--- config.mk ---
export PLATFORM = sky130hd
export DESIGN_NAME = swi_entry_seq
export DESIGN_NICKNAME = d
export VERILOG_FILES = /design/src/rtl/swi_pkg.sv /design/src/rtl/swi_seq_fsm.sv /design/src/rtl/swi_ctx_path.sv /design/src/rtl/swi_entry_seq.sv
export SDC_FILE = /design/constraint.sdc
export NUM_CORES = 1
export LEC_CHECK = 0
export BUFFER_PORTS_ARGS = -buffer_cell sky130_fd_sc_hd__buf_2
export CAP_MARGIN = 40
export CELL_PAD_IN_SITES_DETAIL_PLACEMENT = 0
export CELL_PAD_IN_SITES_GLOBAL_PLACEMENT = 1
export CORE_MARGIN = 2
export CORE_UTILIZATION = 35
export CTS_CLUSTER_SIZE = 20
export DETAILED_ROUTE_END_ITERATION = 12
export PLACE_DENSITY = 0.76
export SYNTH_ARGS = -nofsm -noshare
export SYNTH_HDL_FRONTEND = slang
export SYNTH_SLANG_ARGS = --single-unit
--- constraint.sdc ---
create_clock -name clk -period 1.85 [get_ports clk]
set_input_delay 0.4625 -clock clk [delete_from_list [all_inputs] [get_ports clk]]
set_output_delay 0.4625 -clock clk [all_outputs]
set_load 0.03 [all_outputs]
--- src/rtl/swi_pkg.sv ---
package swi_pkg;

    typedef enum logic [2:0] {
        ST_IDLE     = 3'd0,
        ST_PUSH_HI  = 3'd1,
        ST_PUSH_LO  = 3'd2,
        ST_PUSH_ST  = 3'd3,
        ST_FETCH_LO = 3'd4,
        ST_FETCH_HI = 3'd5,
        ST_FINISH   = 3'd6
    } swi_state_e;

endpackage

--- src/rtl/swi_seq_fsm.sv ---
module swi_seq_fsm
    import swi_pkg::*;
(
    input  logic       clk,
    input  logic       rst_n,
    input  logic       start,
    input  logic       mem_ready,
    output swi_state_e state,
    output logic       mem_req,
    output logic       mem_we,
    output logic       done
);

    swi_state_e state_q, state_d;

    always_ff @(posedge clk or negedge rst_n) begin
        if (!rst_n) state_q <= ST_IDLE;
        else        state_q <= state_d;
    end

    always_comb begin
        state_d = state_q;
        unique case (state_q)
            ST_IDLE:     if (start)     state_d = ST_PUSH_HI;
            ST_PUSH_HI:  if (mem_ready) state_d = ST_PUSH_LO;
            ST_PUSH_LO:  if (mem_ready) state_d = ST_PUSH_ST;
            ST_PUSH_ST:  if (mem_ready) state_d = ST_FETCH_LO;
            ST_FETCH_LO: if (mem_ready) state_d = ST_FETCH_HI;
            ST_FETCH_HI: if (mem_ready) state_d = ST_FINISH;
            ST_FINISH:                  state_d = ST_IDLE;
            default:                    state_d = ST_IDLE;
        endcase
    end

    always_comb begin
        mem_req = 1'b0;
        mem_we  = 1'b0;
        done    = 1'b0;
        unique case (state_q)
            ST_PUSH_HI, ST_PUSH_LO, ST_PUSH_ST: begin
                mem_req = 1'b1;
                mem_we  = 1'b1;
            end
            ST_FETCH_LO, ST_FETCH_HI: mem_req = 1'b1;
            ST_FINISH:                done    = 1'b1;
            default: ;
        endcase
    end

    assign state = state_q;

endmodule

--- src/rtl/swi_ctx_path.sv ---
module swi_ctx_path
    import swi_pkg::*;
#(
    parameter int                DATA_W   = 8,
    parameter logic [2*DATA_W-1:0] VEC_EMU = 16'hFFF4,
    parameter logic [2*DATA_W-1:0] VEC_NAT = 16'hFFE4,
    parameter int                IDIS_BIT = 2,
    parameter int                DEC_BIT  = 3
) (
    input  logic                clk,
    input  logic                rst_n,
    input  swi_state_e          state,
    input  logic                start,
    input  logic                mem_ready,
    input  logic [2*DATA_W-1:0] pc_in,
    input  logic [DATA_W-1:0]   status_in,
    input  logic [2*DATA_W-1:0] sp_in,
    input  logic                emu_mode,
    input  logic [DATA_W-1:0]   mem_rdata,
    output logic [2*DATA_W-1:0] mem_addr,
    output logic [DATA_W-1:0]   mem_wdata,
    output logic [2*DATA_W-1:0] pc_out,
    output logic [DATA_W-1:0]   status_out,
    output logic [2*DATA_W-1:0] sp_out
);

    localparam int WORD_W = 2 * DATA_W;
    localparam logic [WORD_W-1:0] PC_STEP = WORD_W'(2);
    localparam logic [WORD_W-1:0] ONE     = WORD_W'(1);

    logic [WORD_W-1:0] ret_pc_q, sp_q, pc_q;
    logic [DATA_W-1:0] stat_q, stat_upd, vec_lo_q, stat_out_q;
    logic              emu_q;
    logic [WORD_W-1:0] vec_base;

    wire take      = (state == ST_IDLE) && start;
    wire push_step = mem_ready && (state == ST_PUSH_HI || state == ST_PUSH_LO ||
                                   state == ST_PUSH_ST);

    // Per-bit status update: one flag forced on, one forced off, the rest kept.
    for (genvar b = 0; b < DATA_W; b++) begin : g_flag
        if (b == IDIS_BIT) begin : g_set
            assign stat_upd[b] = 1'b1;
        end else if (b == DEC_BIT) begin : g_clr
            assign stat_upd[b] = 1'b0;
        end else begin : g_keep
            assign stat_upd[b] = stat_q[b];
        end
    end

    assign vec_base = emu_q ? VEC_EMU : VEC_NAT;

    always_ff @(posedge clk or negedge rst_n) begin
        if (!rst_n) begin
            ret_pc_q   <= '0;
            sp_q       <= '0;
            stat_q     <= '0;
            emu_q      <= 1'b0;
            vec_lo_q   <= '0;
            pc_q       <= '0;
            stat_out_q <= '0;
        end else begin
            if (take) begin
                ret_pc_q <= pc_in + PC_STEP;
                sp_q     <= sp_in;
                stat_q   <= status_in;
                emu_q    <= emu_mode;
            end
            if (push_step) sp_q <= sp_q - ONE;
            if (state == ST_PUSH_ST && mem_ready) stat_out_q <= stat_upd;
            if (state == ST_FETCH_LO && mem_ready) vec_lo_q <= mem_rdata;
            if (state == ST_FETCH_HI && mem_ready) pc_q <= {mem_rdata, vec_lo_q};
        end
    end

    always_comb begin
        mem_addr  = '0;
        mem_wdata = '0;
        unique case (state)
            ST_PUSH_HI: begin
                mem_addr  = sp_q;
                mem_wdata = ret_pc_q[WORD_W-1:DATA_W];
            end
            ST_PUSH_LO: begin
                mem_addr  = sp_q;
                mem_wdata = ret_pc_q[DATA_W-1:0];
            end
            ST_PUSH_ST: begin
                mem_addr  = sp_q;
                mem_wdata = stat_q;
            end
            ST_FETCH_LO: mem_addr = vec_base;
            ST_FETCH_HI: mem_addr = vec_base + ONE;
            default: ;
        endcase
    end

    assign pc_out     = pc_q;
    assign status_out = stat_out_q;
    assign sp_out     = sp_q;

endmodule

--- src/rtl/swi_entry_seq.sv ---
module swi_entry_seq
    import swi_pkg::*;
#(
    parameter int                  DATA_W   = 8,
    parameter logic [2*DATA_W-1:0] VEC_EMU  = 16'hFFF4,
    parameter logic [2*DATA_W-1:0] VEC_NAT  = 16'hFFE4,
    parameter int                  IDIS_BIT = 2,
    parameter int                  DEC_BIT  = 3
) (
    input  logic                clk,
    input  logic                rst_n,
    input  logic                start,
    input  logic [2*DATA_W-1:0] pc_in,
    input  logic [DATA_W-1:0]   status_in,
    input  logic [2*DATA_W-1:0] sp_in,
    input  logic                emu_mode,
    output logic                mem_req,
    output logic                mem_we,
    output logic [2*DATA_W-1:0] mem_addr,
    output logic [DATA_W-1:0]   mem_wdata,
    input  logic [DATA_W-1:0]   mem_rdata,
    input  logic                mem_ready,
    output logic                done,
    output logic [2*DATA_W-1:0] pc_out,
    output logic [DATA_W-1:0]   status_out,
    output logic [2*DATA_W-1:0] sp_out
);

    swi_state_e state;

    swi_seq_fsm u_fsm (
        .clk       (clk),
        .rst_n     (rst_n),
        .start     (start),
        .mem_ready (mem_ready),
        .state     (state),
        .mem_req   (mem_req),
        .mem_we    (mem_we),
        .done      (done)
    );

    swi_ctx_path #(
        .DATA_W   (DATA_W),
        .VEC_EMU  (VEC_EMU),
        .VEC_NAT  (VEC_NAT),
        .IDIS_BIT (IDIS_BIT),
        .DEC_BIT  (DEC_BIT)
    ) u_path (
        .clk        (clk),
        .rst_n      (rst_n),
        .state      (state),
        .start      (start),
        .mem_ready  (mem_ready),
        .pc_in      (pc_in),
        .status_in  (status_in),
        .sp_in      (sp_in),
        .emu_mode   (emu_mode),
        .mem_rdata  (mem_rdata),
        .mem_addr   (mem_addr),
        .mem_wdata  (mem_wdata),
        .pc_out     (pc_out),
        .status_out (status_out),
        .sp_out     (sp_out)
    );

endmodule

; ---- Yosys cells after proc, flatten, opt, wreduce, memory -nomap -nowiden
; Index checks and enable logic that the tools add are counted.
[op_classes]
muxes = 15
addsub = 3
reduce_logical = 12
eq_ne = 12
[ops]
columns = cell, n
row1 = one-hot mux 16 bit (3 select lines), 1
row2 = two-way mux 16 bit, 2
row3 = one-hot mux 8 bit (3 select lines), 1
row4 = two-way mux 3 bit, 6
row5 = one-hot mux 3 bit (6 select lines), 1
row6 = "adder 16 x 1 -> 16 bit, second input constant", 1
row7 = "adder 16 x 2 -> 16 bit, second input constant", 1
row8 = "subtractor 16 x 1 -> 16 bit, second input constant", 1
row9 = "!= test 2 bit, second input constant", 6
row10 = "== test 3 bit, second input constant", 3
row11 = "== test 3 x 2 -> 1 bit, second input constant", 2
row12 = AND reduction 6 bit, 1
row13 = logical AND 1 bit, 5
row14 = two-way mux 5 bit, 1
row15 = OR reduction 5 bit, 1
row16 = "== test 3 x 1 -> 1 bit, second input constant", 1
row17 = logical NOT 3 bit, 1
row18 = two-way mux 1 bit, 3
row19 = OR reduction 3 bit, 1
row20 = logical OR 1 bit, 2
row21 = nonzero test 2 bit, 1
[word_totals]
in_bits = 53
elab_cells = 50
regBits = 75

; ---- Logic depth before layout (Yosys ltp)
[logic_depth]
word_depth = 5
mapped_depth = 7
mapped_depth_nobuf = 6

; ---- Cells and area by module
; Synthesis repeated with hierarchy kept, for this count alone.
[hier_totals]
hier_cells = 381
hier_area_um2 = 3742.3
[by_module_without_submodules]
columns = mod, cells_per_inst, instances, seq_area_each_um2, area_each_um2
row1 = swi_ctx_path, 362, 1, 1801.7, 3589.7
row2 = swi_seq_fsm, 19, 1, 75.1, 152.6

; ---- Worst setup path before layout
; No wires, ideal clock.
[synth_timing]
path_kind = register to output
start = register u_fsm.state_q[2], in the netlist u_fsm.state[2]
end = output port mem_addr[10]
n_path_buf = 2
required_ps = 1387
path_slack_ps = -413
arrival_ps = 1801
path_stages_with_launch = 8
cell_sequence = dfrtp_1 buf_2 inv_2 ha_1 o21bai_2 clkbuf_1 nand2_1 nand2_1
[synth_via]
elab_chain_cells = 3
word_cells_on_any_way = 7
[synth_lines]
columns = element, line
row1 = "start, declared", swi_seq_fsm.sv:14  ; swi_state_e state_q, state_d;
row2 = "start signal, assigned", swi_seq_fsm.sv:18  ; else state_q <= state_d;
row3 = == test 3 x 1 -> 1 bit / == test 3 x 2 -> 1 bit (equally long branches), swi_ctx_path.sv:79  ; unique case (state)
row4 = OR reduction 3 bit (no source line), --
row5 = one-hot mux 16 bit (3 select lines) *, swi_ctx_path.sv:79
row6 = "end, declared", swi_entry_seq.sv:19  ; output logic [2*DATA_W-1:0] mem_addr,
; Mark *: on every way between the ends. The rest lies on a longest branch, timed or not.

; ---- Worst setup path in the final report
[layout_timing]
start = register u_fsm.state_q[1], in the netlist u_fsm.state[1]
end = output port mem_addr[1]
; The elaborated chain is that of the path after synthesis.

==> out/summary.txt <==
status: finished with violations
failing checks: setup timing
initial antenna violation count: 1
Peak VDD IR: 0.000896 V
HP Class: in2async
initial core utilization: 0.356
Logic pwr share: 0.597
Flop pwr share: 0.289
syn nets: 451
max incr delay on CP: 0.47 ns
EDFF count, synth: 0
DR vias/cell: 4.96
hold slack: 0.0989 ns
TNS Setup: -7.27 ns
Port Buffer Count: 118
Total Wirelength: 10400 um
FILL cells: 1013
Clock Root Buffer: clkbuf_8
die area: 11800 um^2
flops & latches, synth: 75
fraction of registers with async set/reset: 1.00
All-Layer GR Usage: 0.183
leakage dissipation: 2.56 nW
Clock Power Share: 0.114
DP Area: 4960 um^2
Net Sw Power: 4.86 mW
worst setup margin: -0.314 ns
max frequency: 462 MHz
Final ANT Viol Nets: 0
Final Hold Vio Count: 0
Final Util: 0.516
CTS Sinks: 75
cell mode on critical path: buf_6
critical path cell sequence: ha_4 -> o21bai_4 -> buf_6 -> buf_6 -> and2_4 -> buf_6
vias in the first global route: 3347
# hold bufs at CTS: 0
syn_area_per_cell: 9.77 um^2
part of the Yosys area used for sequential elements: 0.489
power consumption: 10.5 mW
CP max stage cell: dfrtp_2
Syn. warnings: 0
GRT Residual Overflow: 0
unrepaired setup endpoints after global routing: yes
drc violations: 0
layout cells sized above 1: 0.533
CTS tree: done
Slew Limit Fails: 0
final setup skew: 0.00728 ns
Layout area overhead: 44.9%
Worst Setup End Kind: output port
clk buf depth: 2
# Max-Cap Violations: 0
Final Wtd Congestion: 0.789
H-tree levels: 3
CORE AREA: 10800 um^2
Die Span Y: 109 um
vias: 3425
global-route wire length before repair: 16700 um
Post-Synthesis Cell Area: 3840 um^2
post-route cell area: 5570 um^2
Main synth FF type: dfrtp_1
Rows: 38
Tmin final: 2.16 ns
area occupied by multi-input gates: 2150 um^2
Worst Path Max Fanout: 6
Crit Path Category: reg2out
Clock transition at path regs: 0.08 ns
Ports: 120
Power Density: 1880 nW/um^2
CTS buffer count: 9
CP Data Required Time: 1.39 ns
initial drt markers: 132
drt pass-1 iters: 4
Worst setup SP type: register
antenna diode count: 0
Setup Viol. Count Final: 26
Final nets: 603
Syn Inst Count: 393
largest net degree at the start of global routing: 76
count of different cell masters after synthesis: 52
CP Data Arrival Time: 1.70 ns
Pint: 5.60 mW
Storage cell area: 1880 um^2
Final period util: 1.17
Final HPWL DP: 7620 um
die width: 109 um
Skew-Pair Late Insertion Delay: 0.35 ns
switch share: 0.464
Avg WL per Cell: 15.1 um
==> synthesized netlist by cell type (2+ instances only) <==
| library cell | instances | share of area |
|---|---|---|
| dfrtp_1 | 75 | 0.49 |
| o21ai_0 | 22 | 0.029 |
| nand3_1 | 7 | 0.0091 |
| buf_2 | 7 | 0.0091 |
| nor4_4 | 2 | 0.011 |
| mux2_2 | 38 | 0.11 |
| ha_1 | 5 | 0.016 |
| a21oi_1 | 7 | 0.0091 |
| o22ai_1 | 3 | 0.0049 |
| clkbuf_1 | 12 | 0.012 |
| inv_1 | 4 | 0.0039 |
| and3_1 | 5 | 0.0081 |
| a211oi_1 | 3 | 0.0059 |
| nand2_1 | 97 | 0.095 |
| nor2b_1 | 2 | 0.0033 |
| nor3_1 | 7 | 0.0091 |
| xnor2_1 | 8 | 0.018 |
| nand2b_1 | 3 | 0.0049 |
| a221o_1 | 2 | 0.0052 |
| a221o_2 | 2 | 0.0059 |
| and2_1 | 4 | 0.0065 |
| nand4_1 | 4 | 0.0065 |
| xor2_1 | 6 | 0.014 |
| mux2i_1 | 2 | 0.0052 |
| o211ai_1 | 3 | 0.0059 |
| nor2_2 | 2 | 0.0033 |
| nor2_1 | 28 | 0.027 |
| a22oi_1 | 9 | 0.018 |
==> repair_timing <==
action | in CTS | in global routing
setup buffers | 8 | 1
resized for setup | 98 | 10
endpoints found under the setup margin | 27 | 45
pin swaps | 11 | 2
cloned | 1 | 0
==> power groups by stage <==
stage,combinational (mW),clock (mW),sequential [mW]
6_report,6.24,1.19,3.02
5_1_grt,6.70,1.31,3.13
4_1_cts,6.22,1.24,3.03
3_5_place_dp,5.42,0,3.01
3_3_place_gp,5.33,0,2.96
2_1_floorplan,2.97,0,3.68
==> worst paths after layout <==
check	start	end	slack [ns]	depth (start not counted)
worst min-delay path	rst_n	u_path.stat_q[1]$_DFFE_PN0P_	0.1	2
max in group asynchronous	rst_n	u_fsm.state[1]$_DFFE_PN0P_	1.39	2
worst max register to register	u_fsm.state[2]$_DFFE_PN0P_	u_path.sp_out[12]$_DFFE_PN0P_	0.11	7
worst max-delay path	u_fsm.state[1]$_DFFE_PN0P_	mem_addr[1]	-0.31	6
min in group clk	status_in[0]	u_path.stat_q[0]$_DFFE_PN0P_	0.30	3
worst min register to register	u_path.status_out[2]$_DFFE_PN0P_	u_path.status_out[2]$_DFFE_PN0P_	0.47	1
==> placed cells by master, fill, tap and decap left out, drive strengths merged, types with 2 or more instances in the layout <==
cell and instances:
nand3 8, ha 5, nand2 97, o211ai 3
and3 5, a221o 4, nor2 30, dfrtp 75
nand3b 2, clkinvlp 2, xnor2 8, nor2b 2
buf 161, xor2 6, nand2b 3, nor3 8
inv 8, mux2i 2, o22ai 3, nor4 2
and2 4, mux2 38, clkbuf 10, a21oi 7
o21ai 22, nand4 4, a22oi 9, a211oi 3
==> cell families after synthesis <==
group,count (synthesis),share of synthesized area
other,1,0.000976
buffers and inverters,25,0.0277
flip-flops,75,0.489
adder cells (fa/ha/maj),5,0.0163
AO/OA/AOI/OAI,65,0.115
XOR/XNOR,14,0.0319
AND/OR/NAND/NOR,168,0.203
multiplexers,40,0.117
==> worst max-delay path, delay by kind of cell (launching register included) <==
family          cells  cell delay (ns)
buf+inv             3             0.40
simple gates        1             0.15
flops               1             0.47
fa+ha+maj           1             0.18
compound gates      1             0.17
==> flip-flops by register name (all words and copies together), names as in the netlist <==
name,cells
u_fsm.state,3
u_path.emu_q,1
u_path.pc_out,16
u_path.ret_pc_q,16
u_path.sp_out,16
u_path.stat_q,8
u_path.status_out,7
u_path.vec_lo_q,8
==> final cells by class <==
class | instances | area share
multi-input combinational | 293 | 0.387
clock buffer | 10 | 0.0247
sequential | 75 | 0.338
timing repair buffer | 161 | 0.207
clock inverter | 6 | 0.00832
tap | 140 | 0.0315
inverter | 5 | 0.00382
==> metrics by stage <==
step                instances  setup slack (ns)
floorplan                 393           -0.0573
global placement          665           -0.0394
detailed placement        665           -0.0609
CTS                       689            -0.316
global route              690            -0.373
finish                    690            -0.314
==> routing by layer <==
layer,wire [um],vias up,GRT usage
met5,17,-,0
met4,111,2,0.0733
li1,-,1672,-
met2,5350,85,0.305
met1,4440,1654,0.229
met3,466,12,0.0412
(Power assumes the default switching activity.)
